`config.mk`:
```
export PLATFORM = sky130hd
export DESIGN_NAME = pair_issue_unit
export DESIGN_NICKNAME = d
export VERILOG_FILES = /design/src/rtl/pairing_pkg.sv /design/src/rtl/pair_rules.sv /design/src/rtl/issue_window.sv /design/src/rtl/busy_timer.sv /design/src/rtl/pair_issue_unit.sv
export SDC_FILE = /design/constraint.sdc
export NUM_CORES = 1
export LEC_CHECK = 0
export BUFFER_PORTS_ARGS = -buffer_cell sky130_fd_sc_hd__buf_2
export CORE_MARGIN = 4
export CORE_UTILIZATION = 38
export DETAILED_ROUTE_END_ITERATION = 12
export PLACE_DENSITY = 0.6
export REMOVE_ABC_BUFFERS = 1
export SYNTH_ARGS = -nofsm -noshare
export SYNTH_HDL_FRONTEND = slang
export SYNTH_SLANG_ARGS = --single-unit
```
`constraint.sdc`:
```
create_clock -name clk -period 7.9 [get_ports clk]
set_input_delay 0.395 -clock clk [delete_from_list [all_inputs] [get_ports clk]]
set_output_delay 0.395 -clock clk [all_outputs]
set_load 0.01 [all_outputs]
```
`src/rtl/pairing_pkg.sv`:
```
package pairing_pkg;
  localparam logic [2:0] GRP_EX = 3'd0;
  localparam logic [2:0] GRP_LS = 3'd1;
  localparam logic [2:0] GRP_BR = 3'd2;
  localparam logic [2:0] GRP_MT = 3'd3;
  localparam logic [2:0] GRP_CO = 3'd4;
  localparam logic [2:0] GRP_NP = 3'd5;

  // Groups that may never share an issue cycle with anything.
  function automatic logic grp_solo(input logic [2:0] g);
    return (g >= GRP_CO);
  endfunction

  // Two parallel-capable instructions of one unit collide; MT is duplicated.
  function automatic logic grp_collide(input logic [2:0] a, input logic [2:0] b);
    return (a == b) && (a != GRP_MT);
  endfunction
endpackage

```
`src/rtl/pair_rules.sv`:
```
module pair_rules
  import pairing_pkg::*;
#(
  parameter int RW = 4,
  parameter int SW = 3,
  localparam int IW = SW + 5 + 3 * RW
) (
  input  logic          v0,
  input  logic [IW-1:0] i0,
  input  logic          v1,
  input  logic [IW-1:0] i1,
  output logic          pair_ok,
  output logic [SW-1:0] steps0
);
  localparam int O_LOCK = SW;
  localparam int O_WR   = SW + 1;
  localparam int O_DST  = SW + 2;
  localparam int O_SRCB = SW + 2 + RW;
  localparam int O_SRCA = SW + 2 + 2 * RW;
  localparam int O_GRP  = SW + 2 + 3 * RW;

  logic [2:0]    g0, g1;
  logic [RW-1:0] dst0, sa1, sb1;
  logic [SW-1:0] steps1;
  logic          wr0, lock0;
  logic          raw_hazard, multi0, multi1, unit_clash, any_solo;

  always_comb begin
    g0     = i0[O_GRP +: 3];
    g1     = i1[O_GRP +: 3];
    dst0   = i0[O_DST +: RW];
    wr0    = i0[O_WR];
    lock0  = i0[O_LOCK];
    steps0 = i0[SW-1:0];
    sa1    = i1[O_SRCA +: RW];
    sb1    = i1[O_SRCB +: RW];
    steps1 = i1[SW-1:0];

    raw_hazard = wr0 && ((dst0 == sa1) || (dst0 == sb1));
    multi0     = steps0 > SW'(1);
    multi1     = steps1 > SW'(1);
    unit_clash = grp_collide(g0, g1);
    any_solo   = grp_solo(g0) || grp_solo(g1);

    pair_ok = v0 && v1 && !any_solo && !unit_clash && !raw_hazard
              && !lock0 && !multi0 && !multi1;
  end
endmodule

```
`src/rtl/issue_window.sv`:
```
module issue_window #(
  parameter int IW = 20
) (
  input  logic          clk,
  input  logic          rst,
  input  logic          fv0,
  input  logic [IW-1:0] f0,
  input  logic          fv1,
  input  logic [IW-1:0] f1,
  input  logic          busy,
  input  logic          iss0,
  input  logic          iss1,
  output logic          wv0,
  output logic [IW-1:0] w0,
  output logic          wv1,
  output logic [IW-1:0] w1,
  output logic [1:0]    pop,
  output logic          recomb
);
  logic          nv0, nv1;
  logic [IW-1:0] n0, n1;
  logic [1:0]    left;
  logic [IW-1:0] left0;

  always_comb begin
    // Instructions that remain in the window after this cycle's decision.
    if (busy) begin
      left  = {1'b0, wv0} + {1'b0, wv1};
      left0 = w0;
    end else if (iss1 || !wv0) begin
      left  = 2'd0;
      left0 = w0;
    end else begin
      left  = {1'b0, wv1};
      left0 = w1;
    end

    recomb = iss0 && !iss1 && wv1;

    n0  = w0;
    n1  = w1;
    nv0 = wv0;
    nv1 = wv1;
    pop = 2'd0;
    case (left)
      2'd2: ;
      2'd1: begin
        n0  = left0;
        nv0 = 1'b1;
        n1  = f0;
        nv1 = fv0;
        pop = {1'b0, fv0};
      end
      default: begin
        n0  = f0;
        nv0 = fv0;
        n1  = f1;
        nv1 = fv0 && fv1;
        pop = {1'b0, fv0} + {1'b0, fv0 && fv1};
      end
    endcase
  end

  always_ff @(posedge clk) begin
    if (rst) begin
      wv0 <= 1'b0;
      wv1 <= 1'b0;
      w0  <= '0;
      w1  <= '0;
    end else begin
      wv0 <= nv0;
      wv1 <= nv1;
      w0  <= n0;
      w1  <= n1;
    end
  end
endmodule

```
`src/rtl/busy_timer.sv`:
```
module busy_timer #(
  parameter int SW = 3
) (
  input  logic          clk,
  input  logic          rst,
  input  logic          start,
  input  logic [SW-1:0] steps,
  output logic [SW-1:0] remain
);
  always_ff @(posedge clk) begin
    if (rst) begin
      remain <= '0;
    end else if (remain != '0) begin
      remain <= remain - SW'(1);
    end else if (start && (steps > SW'(1))) begin
      remain <= steps - SW'(1);
    end
  end
endmodule

```
`src/rtl/pair_issue_unit.sv`:
```
module pair_issue_unit #(
  parameter int RW    = 4,
  parameter int SW    = 3,
  parameter int CNT_W = 8
) (
  input  logic             clk,
  input  logic             rst,
  input  logic             f_vld0,
  input  logic [2:0]       f_grp0,
  input  logic [RW-1:0]    f_srca0,
  input  logic [RW-1:0]    f_srcb0,
  input  logic [RW-1:0]    f_dst0,
  input  logic             f_wr0,
  input  logic             f_lock0,
  input  logic [SW-1:0]    f_steps0,
  input  logic             f_vld1,
  input  logic [2:0]       f_grp1,
  input  logic [RW-1:0]    f_srca1,
  input  logic [RW-1:0]    f_srcb1,
  input  logic [RW-1:0]    f_dst1,
  input  logic             f_wr1,
  input  logic             f_lock1,
  input  logic [SW-1:0]    f_steps1,
  output logic [1:0]       fetch_pop,
  output logic             recomb,
  output logic             issue0,
  output logic             issue1,
  output logic [SW-1:0]    stall_cnt,
  output logic [CNT_W-1:0] issued_total
);
  localparam int IW = SW + 5 + 3 * RW;

  logic [IW-1:0] fpk0, fpk1, w0, w1;
  logic          wv0, wv1, pair_ok, busy, iss0, iss1;
  logic [SW-1:0] steps0;

  // Field packing: group, srcA, srcB, dst, write, lock, steps (LSBs).
  assign fpk0 = {f_grp0, f_srca0, f_srcb0, f_dst0, f_wr0, f_lock0, f_steps0};
  assign fpk1 = {f_grp1, f_srca1, f_srcb1, f_dst1, f_wr1, f_lock1, f_steps1};

  pair_rules #(.RW(RW), .SW(SW)) u_rules (
    .v0(wv0), .i0(w0), .v1(wv1), .i1(w1),
    .pair_ok(pair_ok), .steps0(steps0)
  );

  assign busy = (stall_cnt != '0);
  assign iss0 = wv0 && !busy;
  assign iss1 = iss0 && pair_ok;

  issue_window #(.IW(IW)) u_window (
    .clk(clk), .rst(rst),
    .fv0(f_vld0), .f0(fpk0), .fv1(f_vld1), .f1(fpk1),
    .busy(busy), .iss0(iss0), .iss1(iss1),
    .wv0(wv0), .w0(w0), .wv1(wv1), .w1(w1),
    .pop(fetch_pop), .recomb(recomb)
  );

  busy_timer #(.SW(SW)) u_busy (
    .clk(clk), .rst(rst), .start(iss0), .steps(steps0), .remain(stall_cnt)
  );

  always_ff @(posedge clk) begin
    if (rst) begin
      issue0       <= 1'b0;
      issue1       <= 1'b0;
      issued_total <= '0;
    end else begin
      issue0       <= iss0;
      issue1       <= iss1;
      issued_total <= issued_total + CNT_W'(iss0) + CNT_W'(iss1);
    end
  end
endmodule

```
==> results.md, run 1 <==
- Worst EP required: 8100 ps
- Critical path class: register to register
- Unique masters post-synth: 36
- Worst-Skew Late Latency: 300 ps
- Final core utilization: 45.6%
- Row count: 29
- Max Cap Viol: 0
- Initial Util: 39.0%
- Final WL: 5030 um
- Cell Area, Synth: 0.00246 sq mm
- Final std cells w/o fill: 410
- Number of global-route vias before repair: 1963
- Final setup vio count: 0
- Num ports: 60
- DRT Pass-1 Iters: 4
- Core Footprint: 0.00631 sq mm
- Initial antenna violation count: 0
- Clk sink count: 47
- Max Slew Vio Count: 0
- Pwr dens: 290 mW/mm^2
- Post-Syn Instances: 281
- Share of layout cells above drive strength 1: 22.5%
- Worst hold path type: input port to register
- Min Tclk post-route: 3510 ps
- Final Hold Viols: 0
- Post-route clock period utilization: 44.5%
- Max Clock Skew: 7.08 ps
- Final instance area: 0.00288 sq mm
- Post-synthesis area per instance: 8.76 sq um
- Antenna Cells: 0
- Die width: 88.5 um
- DRT antenna net count: 0
- Num CTS Buffers: 5
- DRC Markers: 0
- CTS tree: yes
- Reg2reg setup slack: 4390 ps
- Relative slew slack: 25.8%
- Clock transition at the registers of the reported paths: 90 ps
- Avg Vias per Cell: 4.96
- Clock Path Buffers: 2
- Total GRT Usage: 13.5%
- RSZ-0062 raised after global routing: no
- H-tree levels: 2
- CTS Hold Bufs: 0
- Peak supply drop: 0.000125 V
- Post-CTS setup buffers: 0
- Routability cong.: 0.764
- Post-Place Cell Area: 0.00278 sq mm
- Crit end category: register
- Worst setup slack after placement: 4410 ps
- Largest net degree at the start of global routing: 48
- First-pass GRT wire length: 8490 um
- HPWL after DPL: 3580 um
- Vias post-DR: 2032
- Synthesis Warnings: 0
- Register area share after synthesis: 38.2%
- 1st-iter DRT viols: 86
- Fill cells: 682
- Worst-Margin Slew: 1110 ps
- Nets: 386
- Cts repair resizes: 0
- Crit path launch type: register
- I/O Buffers: 59
- Leak pwr: 1.34 nW
- Layout area overhead: 17.0%
- Setup ws final: 4390 ps
- Grt ovf: 0
- #FFs+latches synth: 47
- Max Fclk: 285 MHz
- CP max FO: 39
- Fin Hold WS: 442 ps
- WP data arrival: 3710 ps
- WL per Instance: 12.3 um
- Inst Count DP: 402
- Outcome: completed
- Die Ht: 88.5 um
- Overall power: 0.835 mW
- Die area: 0.00783 sq mm
- Setup total negative slack: 0 ps
- Root buffer cell: clkbuf_8
[cell usage in the layout (no fill, tap or decap), drive strengths merged]
cell      instances
nand3             7
ha                9
clkbuf            6
xor2             13
and3              5
nand2b            1
xnor2             3
nor3              4
a21oi            24
mux2              2
nand4             2
buf              61
o21ai             4
fa                1
a22o              2
a41o              1
a211oi            4
nor2             67
o311a             1
mux2i            31
clkinv            1
nor4              3
nor2b             3
inv              13
o211a             1
a32o             11
a32oi             1
o21bai            1
nand2             3
clkinvlp          1
dfxtp            47
[state kept, by name, summed over array words and instances, names as in the netlist]
signal         cells
u_busy.remain      3
u_window.wv1       1
u_window.wv0       1
u_window.w1       20
issued_total       8
issue0             1
u_window.w0       12
issue1             1
[kinds of logic (layout without fill, tap and decap cells)]
logic type / count (synthesis) / count (layout) / synth area share (%)
xor gates and xnor gates: 16 / 16 / 5.69
and+or+nand+nor: 95 / 95 / 17.1
muxes: 33 / 33 / 13.5
adders and majority gates: 10 / 10 / 5.39
DFF: 47 / 47 / 38.2
AOI/OAI and AO/OA: 50 / 50 / 14.4
buffers and inverters: 30 / 82 / 5.59
[path summary, 6_finish.rpt]
check                   from        endpoint  depth (start not counted)
min reg2reg   u_window.w0[4]  u_window.w0[4]                          1
max          u_window.w1[19]  u_window.w0[8]                          9
max reg2reg  u_window.w1[19]  u_window.w0[8]                          9
min                  f_lock1  u_window.w1[3]                          5
[where the power goes]
| part | switching [mW] | internal [mW] |
|---|---|---|
| sequential | 0.0376 | 0.288 |
| clock | 0.0850 | 0.0716 |
| combinational | 0.191 | 0.163 |
[critical path: stages, from the launching register on]
cell and delay, ps:
dfxtp_1 340, inv_1 60, ha_1 310, nor4_1 240, a21oi_1 130, nand3_1 160, a32o_1 190, ha_2 920
nand4_1 640, a32o_1 410
[cells in the mapped netlist]
cell | instances | area share (%)
nand4_1 | 2 | 0.51
nand2b_1 | 1 | 0.25
o21ai_0 | 3 | 0.61
a211oi_1 | 4 | 1.2
o211a_1 | 1 | 0.41
a41o_1 | 1 | 0.41
and3_1 | 5 | 1.3
buf_6 | 2 | 0.92
nor2b_1 | 3 | 0.76
nand2_1 | 3 | 0.46
mux2_2 | 2 | 0.92
nor2_8 | 1 | 0.81
o21bai_1 | 1 | 0.31
buf_4 | 1 | 0.31
a22o_1 | 2 | 0.71
fa_1 | 1 | 0.81
a32o_1 | 11 | 4.5
inv_1 | 12 | 1.8
nor2_1 | 66 | 10
nor4_1 | 3 | 0.76
dfxtp_1 | 47 | 38
nand3_1 | 7 | 1.4
o311a_1 | 1 | 0.41
nor3_1 | 4 | 0.81
mux2i_1 | 31 | 13
a21oi_1 | 23 | 4.7
xor2_1 | 13 | 4.6
clkbuf_1 | 4 | 0.61
a21oi_4 | 1 | 0.66
a32oi_1 | 1 | 0.36
ha_1 | 9 | 4.6
inv_2 | 1 | 0.15
xnor2_1 | 3 | 1.1
buf_2 | 5 | 1.0
buf_1 | 5 | 0.76
o21ai_1 | 1 | 0.20
[metal layers]
layer  share of wire (%)  GRT usage [%]
met5                   0              0
met3                 5.8           2.98
met2                  46           23.9
met4                0.99           3.30
met1                  47           16.5
[final cells by class]
cell class	count	area, sq um	share of cell area (%)
clock inverters	2	16.3	0.565
multi-input cells	204	1390	48.1
flip-flops and latches	47	941	32.7
clock buffers	6	82.6	2.87
inverters	13	48.8	1.69
repair buffers	61	310	10.8
well taps	77	96.3	3.34
Note: power is estimated with default switching activity, not from simulation.
==> run 2, diff against run 1 <==
- clock period: 7.9 -> 3.66 ns (I/O delays scaled with it)
==> run 2 against run 1 <==
  * Register-to-register slack worse by 3700 ps
  * Combinational power is 120% higher
  * Routed wire length is 1.1% higher
  * Worst setup slack worse by 3700 ps
  * Critical path depth is 1 higher
  * Critical endpoint is now u_window.w0[3]
  * Fmax is 19% higher
  * Cell count is 0.49% higher
  * Core utilization is 0.26 points higher
  * Clock power is 110% higher
  * Largest power group unchanged
  * Global-route usage is 0.43 points higher
  * Die area stayed put
==> results.md, run 2 (synthesis results as in run 1) <==
- Layout area overhead: 17.7%
- Routability cong.: 0.804
- Num ports: 60
- Final core utilization: 45.9%
- Max Clock Skew: 3.98 ps
- HPWL after DPL: 3760 um
- Avg Vias per Cell: 4.92
- Worst EP required: 3850 ps
- Most frequent cells in the layout: 66 x nor2_1, 59 x buf_2, 47 x dfxtp_1
- Worst setup slack after placement: 725 ps
- H-tree levels: 2
- Logic pwr share: 42.5%
- Worst-Skew Late Latency: 290 ps
- Max FFs per register: 20
- Max Slew Vio Count: 0
- Initial antenna violation count: 0
- Reg area: 941 sq um
- CTS Hold Bufs: 0
- Root buffer cell: clkbuf_8
- Worst-Margin Slew: 511 ps
- Initial Util: 39.0%
- I/O Buffers: 59
- Sequential share of power: 38.9%
- Share of layout cells above drive strength 1: 22.7%
- Nets: 388
- Area of the multi-input gates: 0.00139 sq mm
- Post-route clock period utilization: 80.6%
- WL per Instance: 12.3 um
- Fill cells: 648
- DRC Markers: 0
- Die area: 0.00783 sq mm
- Final setup vio count: 0
- Cts repair resizes: 0
- Clock transition at the registers of the reported paths: 80 ps
- Number of global-route vias before repair: 1932
- Most common cell after layout, fill and taps aside: nor2_1
- WP data arrival: 3140 ps
- Min Tclk post-route: 2950 ps
- Clk sink count: 47
- Fin Hold WS: 234 ps
- Switch Pwr: 0.659 mW
- Total GRT Usage: 13.9%
- Setup ws final: 711 ps
- Antenna Cells: 0
- First-pass GRT wire length: 8600 um
- Outcome: completed
- Die width: 88.5 um
- Die Ht: 88.5 um
- Pwr dens: 623 mW/mm^2
- DRT antenna net count: 0
- Peak supply drop: 0.000275 V
- Final Hold Viols: 0
- Most flop-heavy register: u_window.w1
- Max Fclk: 339 MHz
- Largest regs: u_window.w1 (20), u_window.w0 (12), issued_total (8)
- Row count: 29
- Sw frac: 36.5%
- Num CTS Buffers: 5
- Crit end category: register
- CP max FO: 21
- Worst hold path type: input port to register
- Largest net degree at the start of global routing: 45
- Setup total negative slack: 0 ps
- Leak pwr: 1.35 nW
- Relative slew slack: 65.9%
- DRT Pass-1 Iters: 5
- Grt ovf: 0
- CTS tree: yes
- Clock Path Buffers: 2
- Clk pwr share: 18.6%
- Vias post-DR: 2028
- 1st-iter DRT viols: 69
- Final WL: 5090 um
- Internal power: 1.15 mW
- Final std cells w/o fill: 412
- RSZ-0062 raised after global routing: no
- Crit path launch type: register
- Critical path class: register to register
- Inst Count DP: 404
- Core Footprint: 0.00631 sq mm
- Post-CTS setup buffers: 0
- Max Cap Viol: 0
[run 2: changes by cell type in the layout (fill, tap and decap cells not counted)]
cell	delta
buf_4	+2
clkbuf_1	+1
clkbuf_8	+1
clkinv_4	-1
clkinvlp_4	-1
[run 2: per-stage QoR]
step	cell area [sq um]	total power, mW
3_3_place_gp	2800	1.47
3_5_place_dp	2800	1.49
4_1_cts	2900	1.83
5_1_grt	2900	1.96
6_report	2900	1.80
2_1_floorplan	2370	1.31
[run 2: power groups by stage]
stage | Clock, mW | Sequential [mW] | Combinational, mW
floorplan | 0 | 0.707 | 0.602
global placement | 0 | 0.712 | 0.760
detailed placement | 0 | 0.716 | 0.773
CTS | 0.351 | 0.704 | 0.778
global route | 0.373 | 0.721 | 0.869
finish | 0.336 | 0.702 | 0.767
[run 2: per-layer routing]
layer  GRT usage (%)  part of all wire, %  up-vias
met5               0                    0        -
met4            3.71                 0.69        0
met3            3.54                  5.0        5
met2            23.5                   47       38
met1            17.7                   47      904
li1                -                    -     1081
[run 2: worst max-delay path, cell delays in order, from the launching register on]
cell,delay [ps]
dfxtp_1,420
ha_1,170
o21bai_1,90
nor3_1,340
nand3_1,210
a32o_1,310
ha_2,210
buf_4,230
nor2b_1,160
a41o_1,410
a22o_1,280
[run 2: worst paths after layout]
check	start	endpoint	slack, ps	cells past startpoint
min reg2reg	u_window.w0[4]	u_window.w0[4]	480	1
max	u_window.w0[0]	u_window.w0[3]	710	10
max reg2reg	u_window.w0[0]	u_window.w0[3]	710	10
min	f_srca1[3]	u_window.w1[16]	230	5
[run 2: final cells by class]
class | instances | area share (%)
repair buffers | 63 | 11.2
flip-flops and latches | 47 | 32.5
inverters | 13 | 1.68
well taps | 77 | 3.33
clock buffers | 8 | 3.46
multi-input cells | 204 | 47.8
==> run 3, diff against run 2 <==
- PLACE_DENSITY: 0.6 -> 0.62
- clock period: 3.66 -> 2.65 ns (I/O delays scaled with it)
==> run 3 against run 2 <==
  * Sequential cell count did not move
  * Fmax up 17%
  * Routed wire length increased by 2.9%
  * Register-to-register slack got worse by 570 ps
  * Cell count rose by 3.4%
  * Critical path type unchanged
==> results.md, run 3 (synthesis results as in run 1) <==
- Number of global-route vias before repair: 1994
- Pwr dens: 914 mW/mm^2
- Final WL: 5240 um
- Root buffer cell: clkbuf_8
- Worst-Margin Slew: 411 ps
- I/O Buffers: 59
- Clock Path Buffers: 2
- Most frequent cells in the layout: 66 x nor2_1, 59 x buf_2, 46 x dfxtp_1
- Worst-Skew Late Latency: 300 ps
- Antenna Cells: 0
- Outcome: completed
- Final setup vio count: 0
- WP data arrival: 2710 ps
- CTS tree: yes
- First-pass GRT wire length: 8610 um
- DRT antenna net count: 0
- Largest regs: u_window.w1 (20), u_window.w0 (12), issued_total (8)
- Nets: 402
- Initial antenna violation count: 0
- Post-route clock period utilization: 94.8%
- Max Fclk: 398 MHz
- Grt ovf: 0
- Num CTS Buffers: 5
- DRC Markers: 0
- Crit end category: register
- Avg Vias per Cell: 5.04
- Worst-path cell chain: inv_1 -> ha_1 -> nor4_2 -> a21oi_2 -> nand3_1 -> a32o_1 -> ha_4 -> buf_12 -> mux2_2 -> and3_1 -> a22o_1
- Die Ht: 88.5 um
- Crit path launch type: register
- Min Tclk post-route: 2510 ps
- Critical path class: register to register
- Slowest cell delay on critical path: 340 ps
- Num ports: 60
- Max FFs per register: 20
- Most flop-heavy register: u_window.w1
- Most common cell after layout, fill and taps aside: nor2_1
- Fin Hold WS: 143 ps
- WL per Instance: 12.3 um
- Reg2reg path depth: 11
- DRT Pass-1 Iters: 4
- Final core utilization: 48.9%
- Routability cong.: 0.753
- Max Clock Skew: 9.71 ps
- H-tree levels: 2
- HPWL after DPL: 3860 um
- Max Slew Vio Count: 0
- Row count: 29
- Worst EP required: 2850 ps
- Peak supply drop: 0.000405 V
- Core Footprint: 0.00631 sq mm
- Setup ws final: 138 ps
- CP max FO: 12
- Hold Path Depth: 2
- 1st-iter DRT viols: 78
- Max Cap Viol: 0
- Worst setup slack after placement: 81.2 ps
- CTS Hold Bufs: 0
- Total GRT Usage: 13.8%
- Share of layout cells above drive strength 1: 27.8%
- Largest net degree at the start of global routing: 43
- Clock transition at the registers of the reported paths: 90 ps
- Relative slew slack: 72.6%
- Layout area overhead: 25.5%
- Initial Util: 39.0%
- Die width: 88.5 um
- Worst hold path type: input port to register
- Final Hold Viols: 0
- Fill cells: 640
- Vias post-DR: 2146
- Clk sink count: 47
- Overall power: 2.82 mW
- Crit-path slowest cell: dfxtp_1
- Setup total negative slack: 0 ps
- Leak pwr: 1.44 nW
- Die area: 0.00783 sq mm
-- run 3: cell types whose count changed in the layout (fill, tap and decap cells not counted), sizes merged --
cell | before | now
buf | 63 | 77
bufinv | 0 | 2
clkbuf | 8 | 5
clkinvlp | 0 | 1
-- run 3: metrics by stage --
step	std cells	instance area [sq um]
after floorplan	264	2370
after global placement	413	2880
after detailed placement	413	2880
after CTS	421	3010
after global routing	426	3090
final	426	3090
-- run 3: worst paths after layout --
path / to / start / slack [ps]
hold reg to reg: u_window.w0[19] / u_window.w0[19] / 480
setup reg to reg: u_window.w0[3] / u_window.w1[19] / 140
setup / recovery: u_window.w0[3] / u_window.w1[19] / 140
hold / removal: u_busy.remain[2] / rst / 140
-- run 3: worst max-delay path: cells and delay by family, from the launching register on --
| family | cells | cell delay (ps) |
|---|---|---|
| AND/OR/NAND/NOR | 3 | 530 |
| buffers and inverters | 2 | 210 |
| AO/OA/AOI/OAI | 3 | 470 |
| multiplexers | 1 | 330 |
| adder cells (fa/ha/maj) | 2 | 540 |
| flip-flops | 1 | 340 |
-- run 3: timing repair --
| action | in CTS | in global routing |
|---|---|---|
| endpoints found under the setup margin | 0 | 29 |
| gates resized for setup | 0 | 8 |
| setup buffers | 0 | 5 |
-- run 3: routing by layer --
layer	global-route usage, %	wire (um)	vias up
met5	0	0	-
met4	4.12	97	0
met3	3.45	290	11
met2	23.5	2380	55
met1	17.3	2470	967
li1	-	-	1113
-- run 3: power breakdown --
part           leakage, nW  total (mW)  switching, mW  internal, mW
Sequential           0.389       0.975          0.116         0.859
Clock               0.0644       0.622          0.246         0.376
Combinational        0.990        1.23          0.617         0.609
Total                 1.44        2.82          0.979          1.84
-- run 3: final cells by class --
cell class	instances	area, sq um	share of cell area [%]
repair buffers	77	447	14.5
well taps	77	96.3	3.12
clock buffers	5	68.8	2.23
clock inverters	3	67.6	2.19
inverters	13	48.8	1.58
flip-flops and latches	47	942	30.5
multi-input cells	204	1420	45.9
